<file path="src/rtl/sri_pkg.sv">
// Shared constants, types and register-map helpers for the serial slave.
// Assumes eight registers with an 11-bit data field and LSB-first framing.
package sri_pkg;
    localparam int NREG       = 8;
    localparam int ADDR_W     = 3;
    localparam int DATA_W     = 11;
    localparam int HDR_BITS   = 5;
    localparam int FRAME_BITS = HDR_BITS + DATA_W;
    localparam int CNT_W      = $clog2(FRAME_BITS + 1);
    localparam int IDX_W      = $clog2(DATA_W);

    localparam int OP_W    = 8;
    localparam int GAIN_W  = 10;
    localparam int CLAMP_W = 8;
    localparam int CTRL_W  = 10;
    localparam int PGA_W   = 6;
    localparam int NPGA    = 4;
    localparam int PGA_BASE = 4;

    typedef logic [DATA_W-1:0] word_t;
    typedef logic [ADDR_W-1:0] addr_t;

    // Forced bits of the operation register: bits 5,6 low, bit 7 high.
    localparam word_t OP_FIX_MASK = 11'h0E0;
    localparam word_t OP_FIX_VAL  = 11'h080;

    // One staged data bit travelling from the frame decoder to the bank.
    typedef struct packed {
        logic             valid;
        addr_t            addr;
        logic [IDX_W-1:0] bit_idx;
        logic             value;
    } wr_bit_t;

    function automatic int reg_width(int idx);
        case (idx)
            0:       return OP_W;
            1:       return GAIN_W;
            2:       return CLAMP_W;
            3:       return CTRL_W;
            default: return PGA_W;
        endcase
    endfunction

    function automatic word_t width_mask(int idx);
        return word_t'((32'd1 << reg_width(idx)) - 32'd1);
    endfunction

    function automatic word_t fix_mask(int idx);
        return (idx == 0) ? OP_FIX_MASK : '0;
    endfunction

    function automatic word_t fix_val(int idx);
        return (idx == 0) ? OP_FIX_VAL : '0;
    endfunction
endpackage

</file>
<file path="src/rtl/sri_sync.sv">
// Two-flop synchronizer for a bundle of asynchronous inputs.
// Assumes every bit is sampled independently; RST_VAL gives each bit's idle level.
module sri_sync #(
    parameter int               WIDTH   = 1,
    parameter logic [WIDTH-1:0] RST_VAL = '0
) (
    input  logic             clk,
    input  logic             rst_n,
    input  logic [WIDTH-1:0] d,
    output logic [WIDTH-1:0] q
);
    logic [WIDTH-1:0] meta_q;

    // Two-stage capture into the system clock domain.
    always_ff @(posedge clk) begin
        if (!rst_n) begin
            meta_q <= RST_VAL;
            q      <= RST_VAL;
        end else begin
            meta_q <= d;
            q      <= meta_q;
        end
    end
endmodule

</file>
<file path="src/rtl/sri_frame.sv">
// Frame decoder: finds serial clock and strobe edges, counts bits, and
// captures the header. It issues per-bit shadow writes, commit requests and
// readout controls. Assumes synchronized inputs and a slow serial clock.
module sri_frame
    import sri_pkg::*;
(
    input  logic    clk,
    input  logic    rst_n,
    input  logic    sck_s,
    input  logic    sl_n_s,
    input  logic    sdi_s,
    output logic    frame_active,
    output logic    sck_fall,
    output wr_bit_t wr,
    output logic    commit_vld,
    output addr_t   commit_addr,
    output addr_t   hdr_addr,
    output logic    rd_start,
    output logic    rd_shift
);
    logic             sck_q;
    logic             sl_q;
    logic             sck_rise;
    logic             sl_rise;
    logic [CNT_W-1:0] cnt_q;
    logic             rnw_q;
    logic             test_q;
    addr_t            addr_q;
    logic             in_data;
    logic             hdr_done;

    localparam logic [CNT_W-1:0] HDR_CNT   = CNT_W'(HDR_BITS);
    localparam logic [CNT_W-1:0] FRAME_CNT = CNT_W'(FRAME_BITS);

    // Previous-cycle copies used for edge detection.
    always_ff @(posedge clk) begin
        if (!rst_n) begin
            sck_q <= 1'b0;
            sl_q  <= 1'b1;
        end else begin
            sck_q <= sck_s;
            sl_q  <= sl_n_s;
        end
    end

    assign sck_rise     = sck_s & ~sck_q;
    assign sck_fall     = ~sck_s & sck_q;
    assign sl_rise      = sl_n_s & ~sl_q;
    assign frame_active = ~sl_n_s;
    assign in_data      = (cnt_q >= HDR_CNT) && (cnt_q != FRAME_CNT);
    assign hdr_done     = (cnt_q >= HDR_CNT);

    // Bit counter and header capture; counter clears whenever the strobe is high.
    always_ff @(posedge clk) begin
        if (!rst_n) begin
            cnt_q  <= '0;
            rnw_q  <= 1'b0;
            test_q <= 1'b0;
            addr_q <= '0;
        end else if (!frame_active) begin
            cnt_q <= '0;
        end else if (sck_rise && (cnt_q != FRAME_CNT)) begin
            cnt_q <= cnt_q + 1'b1;
            case (cnt_q)
                CNT_W'(0): rnw_q  <= sdi_s;
                CNT_W'(1): test_q <= sdi_s;
                CNT_W'(2), CNT_W'(3), CNT_W'(4): addr_q <= {sdi_s, addr_q[ADDR_W-1:1]};
                default: ;
            endcase
        end
    end

    // Per-bit staging write for data bits of a valid write frame.
    always_ff @(posedge clk) begin
        if (!rst_n) begin
            wr <= '0;
        end else begin
            wr.valid   <= frame_active && sck_rise && in_data && !rnw_q && !test_q;
            wr.addr    <= addr_q;
            wr.bit_idx <= IDX_W'(cnt_q - HDR_CNT);
            wr.value   <= sdi_s;
        end
    end

    // Commit request when the strobe rises after a complete write header.
    always_ff @(posedge clk) begin
        if (!rst_n) begin
            commit_vld  <= 1'b0;
            commit_addr <= '0;
        end else begin
            commit_vld  <= sl_rise && hdr_done && !rnw_q && !test_q;
            commit_addr <= addr_q;
        end
    end

    assign hdr_addr = addr_q;
    assign rd_start = frame_active && sck_fall && (cnt_q == HDR_CNT) && rnw_q && !test_q;
    assign rd_shift = frame_active && sck_fall && (cnt_q > HDR_CNT);
endmodule

</file>
<file path="src/rtl/sri_regbank.sv">
// Register bank: one shadow and one active copy per address, built by generate.
// Shadow bits take single-bit writes. The active copy loads from the shadow on
// commit. Outputs carry the width mask and the forced operation bits.
module sri_regbank
    import sri_pkg::*;
(
    input  logic                           clk,
    input  logic                           rst_n,
    input  wr_bit_t                        wr,
    input  logic                           commit_vld,
    input  addr_t                          commit_addr,
    input  addr_t                          rd_addr,
    output logic [NREG-1:0][DATA_W-1:0]    act_o,
    output word_t                          rd_data
);
    for (genvar g = 0; g < NREG; g++) begin : g_reg
        localparam word_t            WMASK = width_mask(g);
        localparam word_t            FMASK = fix_mask(g);
        localparam word_t            FVAL  = fix_val(g);
        localparam logic [IDX_W-1:0] WLIM  = IDX_W'(reg_width(g));
        localparam addr_t            MYADDR = ADDR_W'(g);

        word_t shadow_q;
        word_t active_q;

        // Staging register: take one data bit when it targets this address.
        always_ff @(posedge clk) begin
            if (!rst_n) begin
                shadow_q <= '0;
            end else if (wr.valid && (wr.addr == MYADDR) && (wr.bit_idx < WLIM)) begin
                shadow_q[wr.bit_idx] <= wr.value;
            end
        end

        // Active register: load the staged value on a commit to this address.
        always_ff @(posedge clk) begin
            if (!rst_n) begin
                active_q <= '0;
            end else if (commit_vld && (commit_addr == MYADDR)) begin
                active_q <= shadow_q & WMASK;
            end
        end

        assign act_o[g] = (active_q & WMASK & ~FMASK) | FVAL;
    end

    assign rd_data = act_o[rd_addr];
endmodule

</file>
<file path="src/rtl/sri_readout.sv">
// Read shifter: loads the addressed register at readout start, shifts on later
// falling serial clock edges, and drives the enable only inside the frame.
module sri_readout
    import sri_pkg::*;
(
    input  logic  clk,
    input  logic  rst_n,
    input  logic  frame_active,
    input  logic  rd_start,
    input  logic  rd_shift,
    input  word_t rd_data,
    output logic  sdo,
    output logic  sdo_en
);
    word_t sh_q;
    logic  oe_q;

    // Load, shift and release of the readback word.
    always_ff @(posedge clk) begin
        if (!rst_n) begin
            sh_q <= '0;
            oe_q <= 1'b0;
        end else if (!frame_active) begin
            sh_q <= '0;
            oe_q <= 1'b0;
        end else if (rd_start) begin
            sh_q <= rd_data;
            oe_q <= 1'b1;
        end else if (rd_shift && oe_q) begin
            sh_q <= {1'b0, sh_q[DATA_W-1:1]};
        end
    end

    assign sdo    = oe_q & sh_q[0];
    assign sdo_en = oe_q;
endmodule

</file>
<file path="src/rtl/sri_slave.sv">
// Top of the three-wire configuration slave. Synchronizes the serial wires,
// decodes frames, holds the staged register bank and returns read data.
// Assumes the serial half period spans at least four system clocks.
module sri_slave
    import sri_pkg::*;
(
    input  logic                    clk,
    input  logic                    rst_n,
    input  logic                    sck,
    input  logic                    sl_n,
    input  logic                    sdi,
    output logic                    sdo,
    output logic                    sdo_en,
    output logic [OP_W-1:0]         op_cfg,
    output logic [GAIN_W-1:0]       gain_cfg,
    output logic [CLAMP_W-1:0]      clamp_cfg,
    output logic [CTRL_W-1:0]       ctrl_cfg,
    output logic [NPGA*PGA_W-1:0]   pga_cfg
);
    logic                        sck_s;
    logic                        sl_n_s;
    logic                        sdi_s;
    logic                        frame_active;
    logic                        sck_fall;
    wr_bit_t                     wr;
    logic                        commit_vld;
    addr_t                       commit_addr;
    addr_t                       hdr_addr;
    logic                        rd_start;
    logic                        rd_shift;
    logic [NREG-1:0][DATA_W-1:0] act;
    word_t                       rd_data;

    sri_sync #(.WIDTH(3), .RST_VAL(3'b010)) u_sync (
        .clk   (clk),
        .rst_n (rst_n),
        .d     ({sck, sl_n, sdi}),
        .q     ({sck_s, sl_n_s, sdi_s})
    );

    sri_frame u_frame (
        .clk          (clk),
        .rst_n        (rst_n),
        .sck_s        (sck_s),
        .sl_n_s       (sl_n_s),
        .sdi_s        (sdi_s),
        .frame_active (frame_active),
        .sck_fall     (sck_fall),
        .wr           (wr),
        .commit_vld   (commit_vld),
        .commit_addr  (commit_addr),
        .hdr_addr     (hdr_addr),
        .rd_start     (rd_start),
        .rd_shift     (rd_shift)
    );

    sri_regbank u_bank (
        .clk         (clk),
        .rst_n       (rst_n),
        .wr          (wr),
        .commit_vld  (commit_vld),
        .commit_addr (commit_addr),
        .rd_addr     (hdr_addr),
        .act_o       (act),
        .rd_data     (rd_data)
    );

    sri_readout u_rd (
        .clk          (clk),
        .rst_n        (rst_n),
        .frame_active (frame_active),
        .rd_start     (rd_start),
        .rd_shift     (rd_shift),
        .rd_data      (rd_data),
        .sdo          (sdo),
        .sdo_en       (sdo_en)
    );

    assign op_cfg    = act[0][OP_W-1:0];
    assign gain_cfg  = act[1][GAIN_W-1:0];
    assign clamp_cfg = act[2][CLAMP_W-1:0];
    assign ctrl_cfg  = act[3][CTRL_W-1:0];

    for (genvar k = 0; k < NPGA; k++) begin : g_pga
        assign pga_cfg[k*PGA_W +: PGA_W] = act[PGA_BASE+k][PGA_W-1:0];
    end
endmodule

</file>
<file path="config.mk">
export PLATFORM = sky130hd
export DESIGN_NAME = sri_slave
export DESIGN_NICKNAME = d
export VERILOG_FILES = /design/src/rtl/sri_pkg.sv /design/src/rtl/sri_sync.sv /design/src/rtl/sri_frame.sv /design/src/rtl/sri_regbank.sv /design/src/rtl/sri_readout.sv /design/src/rtl/sri_slave.sv
export SDC_FILE = /design/constraint.sdc
export NUM_CORES = 1
export LEC_CHECK = 0
export BUFFER_PORTS_ARGS = -buffer_cell sky130_fd_sc_hd__buf_4
export CAP_MARGIN = 40
export CORE_UTILIZATION = 55
export CTS_CLUSTER_DIAMETER = 50
export DETAILED_ROUTE_END_ITERATION = 7
export HOLD_SLACK_MARGIN = 0.06
export PLACE_DENSITY = 0.82
export SETUP_SLACK_MARGIN = 0.2
export SKIP_LAST_GASP = 1
export SLEW_MARGIN = 30
export SYNTH_ARGS = -nofsm -noshare
export SYNTH_HDL_FRONTEND = slang
export SYNTH_SLANG_ARGS = --single-unit
</file>
<file path="constraint.sdc">
create_clock -name clk -period 3.4 [get_ports clk]
set_input_delay 0.68 -clock clk [delete_from_list [all_inputs] [get_ports clk]]
set_output_delay 0.68 -clock clk [all_outputs]
set_load 0.02 [all_outputs]
</file>
==> results.md, run 1 <==
* Post-route ant nets at 0
* Area of the core at 12060 um^2
* Post-synth EDFFs at 0
* Antenna diodes at 0
* Port-buffer cells at 63
* Worst VDD drop at 0.0003399 V
* CTS Buf Count at 17
* Mapped Area at 6829 um^2
* Final Wtd Congestion at 0.9012
* DIE HEIGHT at 113.4 um
* Synthesized area per cell at 9.419 um^2
* Largest net degree at the start of global routing at 80
* Worst Skew at 4.696 ps
* Clock Latency Late Sink at 420 ps
* Setup TNS at 0 ps
* Pleak at 2.881 nW
* Initial antenna violation count at 0
* DP HPWL at 13.00 mm
* Seq/Total Area, Yosys at 44.85%
* Via count of the first global-routing pass at 5516
* RSZ-0062 raised after global routing: no
* Drc violations at 0
* Worst Path Arrival at 2480 ps
* Slew @ Worst Pin at 873.3 ps
* CTS H-tree depth at 4
* Row count at 40
* Final slew viol count at 0
* Clock root cell: clkbuf_16
* Pwr/cell area at 460.7 nW/um^2
* Detailed Route WL at 18.64 mm
* Crit. End Element: flop
* Gate Count Post-Synth at 725
* Post-layout nets at 770
* Vias after detailed routing at 5636
* Postcts setup bufs at 0
* First-pass GRT wire length at 29.36 mm
* Drt first-iter violations at 491
* Cts hold-fix bufs at 0
* # setup viols final at 0
* Top post-synthesis cells by count: dfxtp_1, a21boi_0, nand2_1
* Clock sinks at 153
* Reg-to-reg setup timing slack at 1220 ps
* R2r worst-path depth at 5
* Post-synth top flop: dfxtp_1
* Critical Path RT at 3700 ps
* Synth unique cells at 53
* Layout area overhead at 15.46%
* Slew headroom at 40.96%
* Post-CTS resize count at 0
* Ys async rst share at 0%
* Leading area contributor after synthesis: dfxtp_1
* Chip width at 113.4 um
* Total power at 0.003633 W
* Worst r2r src: u_frame.wr[1]
* Worst-path clk slew at 60 ps
* Per-cell routed wire length at 19.89 um
* Clock buffer depth at 2
* Hold Fails Final Rpt at 0
* Hold crit path type: flop to flop
* F_max at 0.4588 GHz
* Largest cells by area after synthesis: dfxtp_1, a21boi_0, mux2i_1, nand3_1, nand2_1
* Hold endpoint: u_frame.commit_vld
* Maximum fanout along the worst path at 13
* Share of cells above drive strength 1 at 16.25%
* CTS tree: yes
* Kind of critical path: flop to flop
* Synth warn at 0
* I/O pin cnt at 67
* Total GRT Usage at 30.09%
* Initial Utilization at 56.62%
* Final worst path period share at 64.11%
* Congestion Overflow GR at 0
* Router iterations before antenna repair at 5
* Status: finished clean
* Origin of the worst min-delay path: u_frame.sl_q
* Most frequent cell after synthesis: dfxtp_1
* MaxCap Viol Count at 0
* Die area at 12870 um^2
* Yosys top cell area share at 44.85%
* Worst Hold Depth at 1
* Crit path time final at 2180 ps
* Seq cells post-synth at 153
* Drt via density at 6.015
* RR Endpoint: u_bank.g_reg[0].shadow_q[1]
* Startpoint Class: flop
-- how the worst max path moves through the flow --
stage | startpoint | to | slack [ps]
finish | u_frame.wr[1] | u_bank.g_reg[0].shadow_q[1] | 1220
global route | u_frame.wr[2] | u_bank.g_reg[3].shadow_q[2] | 1030
CTS | u_frame.wr[2] | u_bank.g_reg[0].shadow_q[2] | 1320
detailed placement | rst_n | u_frame.commit_vld | 1090
global placement | rst_n | u_frame.commit_vld | 1210
floorplan | u_frame.cnt_q[1] | u_rd.sh_q[6] | 1650
-- power breakdown --
part | internal, W | leakage (nW) | switching [W]
registers | 0.00180 | 1.23 | 0.0000129
logic | 0.0000364 | 1.38 | 0.0000521
clock network | 0.00104 | 0.262 | 0.000688
-- state kept, by name, indices dropped and copies added, names as in the netlist, 3 cells and up --
| register | count |
|---|---|
| u_sync.q | 3 |
| u_sync.meta_q | 3 |
| u_rd.sh_q | 10 |
| u_bank.g.shadow_q | 57 |
| u_frame.cnt_q | 5 |
| u_frame.wr | 9 |
| u_bank.g.active_q | 57 |
| u_frame.hdr_addr | 3 |
-- layer usage --
layer | global-route usage, % | share of wire, %
met3 | 5.313 | 5.7
met1 | 37.13 | 41
met5 | 0 | 0
met4 | 17.54 | 5.2
met2 | 49.69 | 49
-- worst max-delay path: stages, from the launching register on --
cell and delay, ps:
dfxtp_1 600, nor4b_2 760, buf_4 270, nand3_1 120, mux2i_1 230, nor2b_1 80
-- cells in the final DEF, fill, tap and decap left out, drive strengths merged, types with 4 or more instances in the layout --
| cell | count |
|---|---|
| mux2 | 4 |
| buf | 72 |
| o21ai | 47 |
| mux4 | 11 |
| nand3 | 71 |
| nor2 | 13 |
| nand2 | 79 |
| dfxtp | 153 |
| nor2b | 46 |
| a21boi | 80 |
| xor2 | 4 |
| nand4 | 10 |
| o22ai | 5 |
| clkinv | 4 |
| inv | 6 |
| a21oi | 6 |
| and2 | 18 |
| mux2i | 54 |
| and3 | 8 |
| nor3b | 5 |
| a211oi | 5 |
| ha | 5 |
| clkbuf | 24 |
| nor4b | 5 |
| nand2b | 4 |
-- metrics by stage --
step / area, um^2 / std cells / worst slack [ps] / util, % / hold WS [ps]
3_5_place_dp: 7343 / 908 / 1092 / 60.88 / 408.8
5_1_grt: 7885 / 937 / 1034 / 65.37 / 445.5
2_1_floorplan: 6833 / 726 / 1655 / - / 372.9
6_report: 7885 / 937 / 1220 / 65.37 / 417.3
3_3_place_gp: 7317 / 906 / 1206 / 60.66 / 391.1
4_1_cts: 7870 / 936 / 1320 / 65.25 / 424.8
-- logic make-up (layout without fill, tap and decap cells) --
| family | after synthesis | after routing | share of synthesized area, % |
|---|---|---|---|
| flip-flops | 153 | 153 | 44.85 |
| XOR/XNOR | 6 | 6 | 0.7695 |
| adder cells (fa/ha/maj) | 5 | 5 | 0.9161 |
| AO/OA/AOI/OAI | 146 | 146 | 14.40 |
| other | 2 | 3 | 0.1100 |
| AND/OR/NAND/NOR | 279 | 279 | 22.68 |
| multiplexers | 69 | 69 | 12.20 |
| buffers and inverters | 65 | 108 | 4.067 |
-- layout make-up --
class	instances	area [um^2]
clock buffers	24	481.7
clock inverters	4	45.04
fillers	946	4177
inverters	7	26.28
multi-input cells	508	3492
flip-flops and latches	153	3064
well taps	168	210.2
repair buffers	73	565.5
Power figures use the tool's default switching activity.
==> run 2: changes to the inputs <==
--- a/config.mk
+++ b/config.mk
@@ -5,13 +5,14 @@
 export SDC_FILE = /design/constraint.sdc
 export NUM_CORES = 1
 export LEC_CHECK = 0
+export ABC_AREA = 1
 export BUFFER_PORTS_ARGS = -buffer_cell sky130_fd_sc_hd__buf_4
 export CAP_MARGIN = 40
-export CORE_UTILIZATION = 55
+export CORE_UTILIZATION = 53
 export CTS_CLUSTER_DIAMETER = 50
 export DETAILED_ROUTE_END_ITERATION = 7
 export HOLD_SLACK_MARGIN = 0.06
-export PLACE_DENSITY = 0.82
+export PLACE_DENSITY = 0.83
 export SETUP_SLACK_MARGIN = 0.2
 export SKIP_LAST_GASP = 1
 export SLEW_MARGIN = 30
==> constraint.sdc (replaced) <==
create_clock -name clk -period 1.95 [get_ports clk]
set_input_delay 0.39 -clock clk [delete_from_list [all_inputs] [get_ports clk]]
set_output_delay 0.39 -clock clk [all_outputs]
set_load 0.02 [all_outputs]
==> run 2 against run 1 <==
  * Non-clock buffer count rose by 17
  * Critical path depth rose by 3
  * Area after synthesis fell by 2.8%
  * Sequential power rose by 74%
  * Via count rose by 13%
  * Die area rose by 0.85%
  * First-iteration DRC count rose by 44%
  * Worst setup slack got worse by 940 ps
  * Sequential cell count did not move
  * Combinational power rose by 90%
  * Largest cell class is now flip-flops and latches
==> results.md, run 2 <==
* CTS H-tree depth at 4
* Commonest non-fill, non-tap cell in the layout: dfxtp_1
* Final slew viol count at 0
* Crit path time final at 1673 ps
* Synthesized area per cell at 7.137 um^2
* I/O pin cnt at 67
* Area of the core at 12110 um^2
* Comb pwr share at 2.5%
* DP HPWL at 11.96 mm
* Detailed Route WL at 17.76 mm
* Leading area contributor after synthesis: dfxtp_1
* CTS tree: yes
* Clock sinks at 153
* Post-synth EDFFs at 0
* Reg-to-reg setup timing slack at 280 ps
* Antenna diodes at 0
* Worst r2r src: u_frame.hdr_addr[0]
* Initial Utilization at 54.80%
* Die area at 12980 um^2
* Slew @ Worst Pin at 643.9 ps
* Slew headroom at 57.03%
* Largest cells by area after synthesis: dfxtp_1, o21ai_0, a21oi_1, nand2_1, nand3_1
* Port-buffer cells at 63
* Kind of critical path: flop to flop
* Fill cell total of the finished layout at 996
* Congestion Overflow GR at 0
* Pleak at 3.162 nW
* Chip width at 113.9 um
* Hold crit path type: primary input to flop
* Worst Path Arrival at 2040 ps
* Largest net degree at the start of global routing at 58
* Post-route ant nets at 0
* Final Util at 65.66%
* Layout area overhead at 19.81%
* Flop pwr share at 47.7%
* Top flop regs: u_bank.g.active_q: 57 flops, u_bank.g.shadow_q: 57 flops, u_rd.sh_q: 10 flops
* Row count at 40
* Most frequent cells in the layout: dfxtp_1, nand2_1, o21ai_0, a21oi_1, inv_1
* Worst Hold Depth at 3
* Per-cell routed wire length at 15.18 um
* Drc violations at 0
* Drt via density at 5.461
* First-pass GRT wire length at 28.11 mm
* Seq/Total Area, Yosys at 46.15%
* Worst VDD drop at 0.0005830 V
* Mapped Area at 6638 um^2
* Pwr/cell area at 829.6 nW/um^2
* Critical Path RT at 2310 ps
* Total GRT Usage at 28.22%
* Clock root cell: clkbuf_16
* MaxCap Viol Count at 0
* Buf/Inv on CP at 1
* Clock Latency Late Sink at 420 ps
* Sw Share at 21.77%
* Setup TNS at 0 ps
* Ys async rst share at 0%
* Yosys top cell area share at 46.15%
* Hold endpoint: u_sync.meta_q[0]
* Clock Power Share at 49.8%
* CTS Buf Count at 17
* Worst path top cell family by delay: simple AND/OR/NAND/NOR gates
* Post-synth top flop: dfxtp_1
* Critical-path top delay cell: o21ai_0
* Synth warn at 0
* Top post-synthesis cells by count: dfxtp_1, nand2_1, o21ai_0
* Router iterations before antenna repair at 5
* Most frequent CP cell: nor2_1
* Drt first-iter violations at 709
* Seq cells post-synth at 153
* Area occupied by multi-input gates at 2957 um^2
* Worst-path clk slew at 60 ps
* Vias after detailed routing at 6389
* Initial antenna violation count at 0
* Hold Fails Final Rpt at 0
* Share of cells above drive strength 1 at 15.37%
* Final Wtd Congestion at 0.9262
* RR Endpoint: u_rd.sh_q[2]
* R2r worst-path depth at 8
* Max incr delay on CP at 490 ps
* Via count of the first global-routing pass at 5610
* Post-layout nets at 1000
* Critical-path cell list: buf_4 -> o21ai_0 -> nand2_1 -> nand2_1 -> nor2_1 -> nor2_1 -> nor2_1 -> nor2_1
* FF+latch area at 3064 um^2
* DIE HEIGHT at 113.9 um
* Startpoint Class: flop
* Cts hold-fix bufs at 0
* Clock buffer depth at 2
* Gate Count Post-Synth at 930
* Pint at 0.005161 W
* Worst Skew at 8.764 ps
* Maximum fanout along the worst path at 23
* Most frequent cell after synthesis: dfxtp_1
* Final worst path period share at 85.80%
* Net Switching at 0.001437 W
* Status: finished clean
* F_max at 0.5977 GHz
* RSZ-0062 raised after global routing: yes
* Origin of the worst min-delay path: sdi
* Crit. End Element: flop
* # setup viols final at 0
* Synth unique cells at 29
==> run 2: cell types whose count changed after synthesis, sizes merged, moves of 8 or more <==
| cell | change |
|---|---|
| a21boi | -80 |
| inv | +108 |
| and2 | -18 |
| nor3 | +11 |
| mux4 | -11 |
| and3 | -8 |
| o21ai | +74 |
| nand3 | +30 |
| nand2 | +68 |
| nor2b | -46 |
| clkbuf | -8 |
| a21oi | +113 |
| mux2i | -54 |
| nor2 | +72 |
==> run 2: stage by stage <==
stage          hold WS (ps)  power, W  worst slack, ps  area, um^2  instances
6_report              148.8  0.006598            276.9        7953       1170
5_1_grt               141.8  0.006771            168.8        7953       1170
4_1_cts               137.5  0.006607            203.3        7916       1169
3_5_place_dp          386.8  0.003376            77.08        7302       1135
3_3_place_gp          376.5  0.003374            164.8        7302       1135
2_1_floorplan         373.2  0.003327            397.3        6641        931
==> run 2: metal layers <==
layer / track usage (%) / wire length [um] / vias up
met5: 0 / 0 / -
met4: 11.26 / 512 / 0
met3: 7.173 / 1418 / 51
met2: 43.82 / 7974 / 273
met1: 37.66 / 7854 / 2906
li1: - / - / 3159
==> run 2: final cells by class <==
type                       instances  area share, %
multi-input combinational        614          37.18
sequential                       153          38.53
timing repair buffer              90          8.811
inverter                         114          5.428
tap                              168          2.643
clock buffer                      21          5.916
clock inverter                    10          1.495
==> run 2: how the worst max path moves through the flow <==
stage / start / to / slack [ps] / cells past startpoint
floorplan: u_frame.cnt_q[1] / u_rd.sh_q[5] / 400 / 11
global placement: u_frame.cnt_q[1] / u_rd.sh_q[6] / 160 / 11
detailed placement: u_frame.cnt_q[1] / u_rd.sh_q[7] / 80 / 11
CTS: u_frame.cnt_q[1] / u_rd.sh_q[7] / 200 / 12
global route: u_frame.wr[4] / u_bank.g_reg[5].shadow_q[2] / 170 / 7
finish: u_frame.hdr_addr[0] / u_rd.sh_q[2] / 280 / 8
==> run 2: what timing repair did <==
item / CTS / global route
endpoints found under the setup margin: 10 / 19
gates cloned: 0 / 0
setup buffers: 3 / 1
hold endpoints to repair: 0 / 0
pin swaps: 0 / 1
gates resized for setup: 1 / 12
==> run 2: kinds of logic after synthesis <==
family / count (synthesis) / share of synthesized area (%)
buf+inv: 164 / 9.764
fa+ha+maj: 5 / 0.9425
compound gates: 241 / 18.25
xor+xnor: 2 / 0.2640
flops: 153 / 46.15
simple gates: 363 / 24.52
other cells: 2 / 0.1131
==> run 2: power by group through the flow <==
| stage | sequential (W) | combinational [W] | clock [W] |
|---|---|---|---|
| finish | 0.00315 | 0.000168 | 0.00328 |
| CTS | 0.00315 | 0.000162 | 0.00330 |
| detailed placement | 0.00321 | 0.000161 | 0 |
| floorplan | 0.00321 | 0.000115 | 0 |
| global placement | 0.00321 | 0.000159 | 0 |
| global route | 0.00315 | 0.000184 | 0.00344 |
==> run 2: tightest hold or removal path, stage by stage <==
cell and delay, ps:
buf_4 80, nand2_1 40, inv_1 40
==> run 3: changes to the inputs <==
--- a/config.mk
+++ b/config.mk
@@ -12,10 +12,11 @@
 export CTS_CLUSTER_DIAMETER = 50
 export DETAILED_ROUTE_END_ITERATION = 7
 export HOLD_SLACK_MARGIN = 0.06
+export MAX_ROUTING_LAYER = met4
 export PLACE_DENSITY = 0.83
 export SETUP_SLACK_MARGIN = 0.2
 export SKIP_LAST_GASP = 1
-export SLEW_MARGIN = 30
+export SLEW_MARGIN = 20
 export SYNTH_ARGS = -nofsm -noshare
 export SYNTH_HDL_FRONTEND = slang
 export SYNTH_SLANG_ARGS = --single-unit
==> run 3 against run 2 <==
  * Non-clock buffer count grew 3
  * Fmax rose by 2.2%
  * Power shrank 2.2%
  * Global-route usage rose by 0.59 points
  * First-iteration DRC count decreased by 8.5%
  * Design area decreased by 0.13%
  * Sequential power hardly changed
  * Sequential share of layout area is essentially flat
  * Critical path depth is 1 lower
  * Combinational power hardly changed
  * Clock power fell by 4%
  * Wire length fell by 1.7%
==> results.md, run 3 (synthesis gave the netlist of run 2 again) <==
* Status: finished clean
* Pwr/cell area at 812.1 nW/um^2
* Top flop regs: u_bank.g.active_q: 57 flops, u_bank.g.shadow_q: 57 flops, u_rd.sh_q: 10 flops
* Worst Skew at 7.651 ps
* Final slew viol count at 0
* CTS Buf Count at 17
* Most frequent cells in the layout: dfxtp_1, nand2_1, o21ai_0, a21oi_1, inv_1
* RR Endpoint: u_bank.g_reg[5].shadow_q[3]
* Clock root cell: clkbuf_16
* Critical-path top delay cell: dfxtp_1
* Slew headroom at 57.58%
* Area of the core at 12110 um^2
* Initial antenna violation count at 0
* Worst r2r src: u_frame.wr[4]
* Most frequent CP cell: nand3_1
* Layout area overhead at 19.66%
* Max incr delay on CP at 340 ps
* Placed Area at 7310 um^2
* Die area at 12980 um^2
* Clock buffer depth at 2
* Total GRT Usage at 28.81%
* Worst Setup EP: u_bank.g_reg[5].shadow_q[3]
* Initial Utilization at 54.80%
* Chip width at 113.9 um
* Post-layout nets at 1003
* MaxCap Viol Count at 0
* Detailed Route WL at 17.45 mm
* F_max at 0.6109 GHz
* Stages on worst setup path at 7
* Hold crit path type: primary input to flop
* RSZ-0062 raised after global routing: yes
* Row count at 40
* Setup TNS at 0 ps
* # setup viols final at 0
* Drc violations at 0
* Drt via density at 5.405
* Worst path top cell family by delay: simple AND/OR/NAND/NOR gates
* CTS H-tree depth at 4
* I/O pin cnt at 67
* Critical Path RT at 2310 ps
* Sw Share at 22.97%
* Post-route cell area at 7943 um^2
* Clock Latency Late Sink at 430 ps
* Maximum fanout along the worst path at 7
* Worst-path clk slew at 60 ps
* Commonest non-fill, non-tap cell in the layout: dfxtp_1
* Crit path time final at 1637 ps
* Share of cells above drive strength 1 at 15.61%
* Congestion Overflow GR at 0
* Pleak at 3.151 nW
* Clock sinks at 153
* Via count of the first global-routing pass at 5478
* Crit. End Element: flop
* Startpoint Class: flop
* Clock Power Share at 48.6%
* First-pass GRT wire length at 27.91 mm
* R2r worst-path depth at 7
* Kind of critical path: flop to flop
* Critical-path cell list: inv_2 -> nand2_1 -> a21oi_2 -> nand3_1 -> inv_1 -> nand3_1 -> a21oi_1
* Drt first-iter violations at 649
* Reg-to-reg setup timing slack at 310 ps
* Per-cell routed wire length at 14.86 um
* Slew @ Worst Pin at 635.6 ps
* Final Wtd Congestion at 0.9475
* Comb pwr share at 2.6%
* Pint at 0.004969 W
* Worst Path Arrival at 2000 ps
* DIE HEIGHT at 113.9 um
* Largest net degree at the start of global routing at 58
* Worst Setup SP: u_frame.wr[4]
* DP HPWL at 12.01 mm
* Vias after detailed routing at 6346
* Port-buffer cells at 63
* Worst VDD drop at 0.0005525 V
* Router iterations before antenna repair at 8
* Buf/Inv on CP at 2
* Final worst path period share at 83.95%
* Hold Fails Final Rpt at 0
* CTS tree: yes
* Post-route ant nets at 0
* Net Switching at 0.001482 W
* Flop pwr share at 48.8%
* Antenna diodes at 0
[run 3: cell types whose count changed in the layout (fill, tap and decap cells not counted), sizes merged]
cell and delta:
inv +2, clkinv +1, bufinv -1, clkbuf -3, clkinvlp +2, buf +3
[run 3: worst min-delay path by stage]
stage / startpoint / endpoint / slack, ps / depth (start not counted)
global route: sl_n / u_sync.meta_q[1] / 140 / 2
CTS: sdi / u_sync.meta_q[0] / 130 / 3
finish: sdi / u_sync.meta_q[0] / 140 / 3
global placement: u_frame.sl_q / u_frame.commit_vld / 380 / 1
detailed placement: u_frame.sl_q / u_frame.commit_vld / 380 / 1
floorplan: u_frame.sl_q / u_frame.commit_vld / 370 / 1
[run 3: per-stage QoR]
step | hold slack (ps) | util (%) | setup slack (ps) | total power [W] | std cells
detailed placement | 378.5 | 60.35 | 112.9 | 0.003377 | 1136
global route | 143.2 | 65.58 | 170.8 | 0.006633 | 1174
finish | 138.9 | 65.58 | 313.0 | 0.006450 | 1174
floorplan | 373.2 | - | 397.3 | 0.003327 | 931
CTS | 133.3 | 65.07 | 205.8 | 0.006454 | 1168
global placement | 376.1 | 60.35 | 164.6 | 0.003375 | 1136
[run 3: area by class of cell]
type | instances | area [um^2]
Clock buffer | 18 | 439.2
Clock inverter | 14 | 125.1
Fill cell | 1033 | 4169
Inverter | 114 | 427.9
Multi-Input combinational cell | 614 | 2953
Sequential cell | 153 | 3064
Tap cell | 168 | 210.2
Timing Repair Buffer | 93 | 723.2
[run 3: layer usage]
layer	GRT usage, %	wire [um]	part of all wire, %	vias up
met5	-	0	0	-
li1	-	-	-	3174
met1	38.74	8020	46	2869
met2	42.44	7766	45	271
met3	5.898	1314	7.5	32
met4	11.60	348	2.0	0
[run 3: repair_timing]
action	in CTS	in global routing
setup endpoints to repair	9	22
hold buffers	0	0
pin swaps	0	1
setup buffers	0	6
gates resized for setup	2	7
[run 3: worst reg2reg max path: stages, from the launching register on]
cell and delay [ps]:
dfxtp_1 340, inv_2 80, nand2_1 110, a21oi_2 240
nand3_1 280, inv_1 250, nand3_1 110, a21oi_1 170
[run 3: power by group through the flow]
stage | combinational, W | clock (W) | sequential (W)
after floorplan | 0.000115 | 0 | 0.00321
after global placement | 0.000161 | 0 | 0.00321
after detailed placement | 0.000163 | 0 | 0.00321
after CTS | 0.000165 | 0.00314 | 0.00315
after global routing | 0.000185 | 0.00330 | 0.00314
final | 0.000170 | 0.00314 | 0.00315
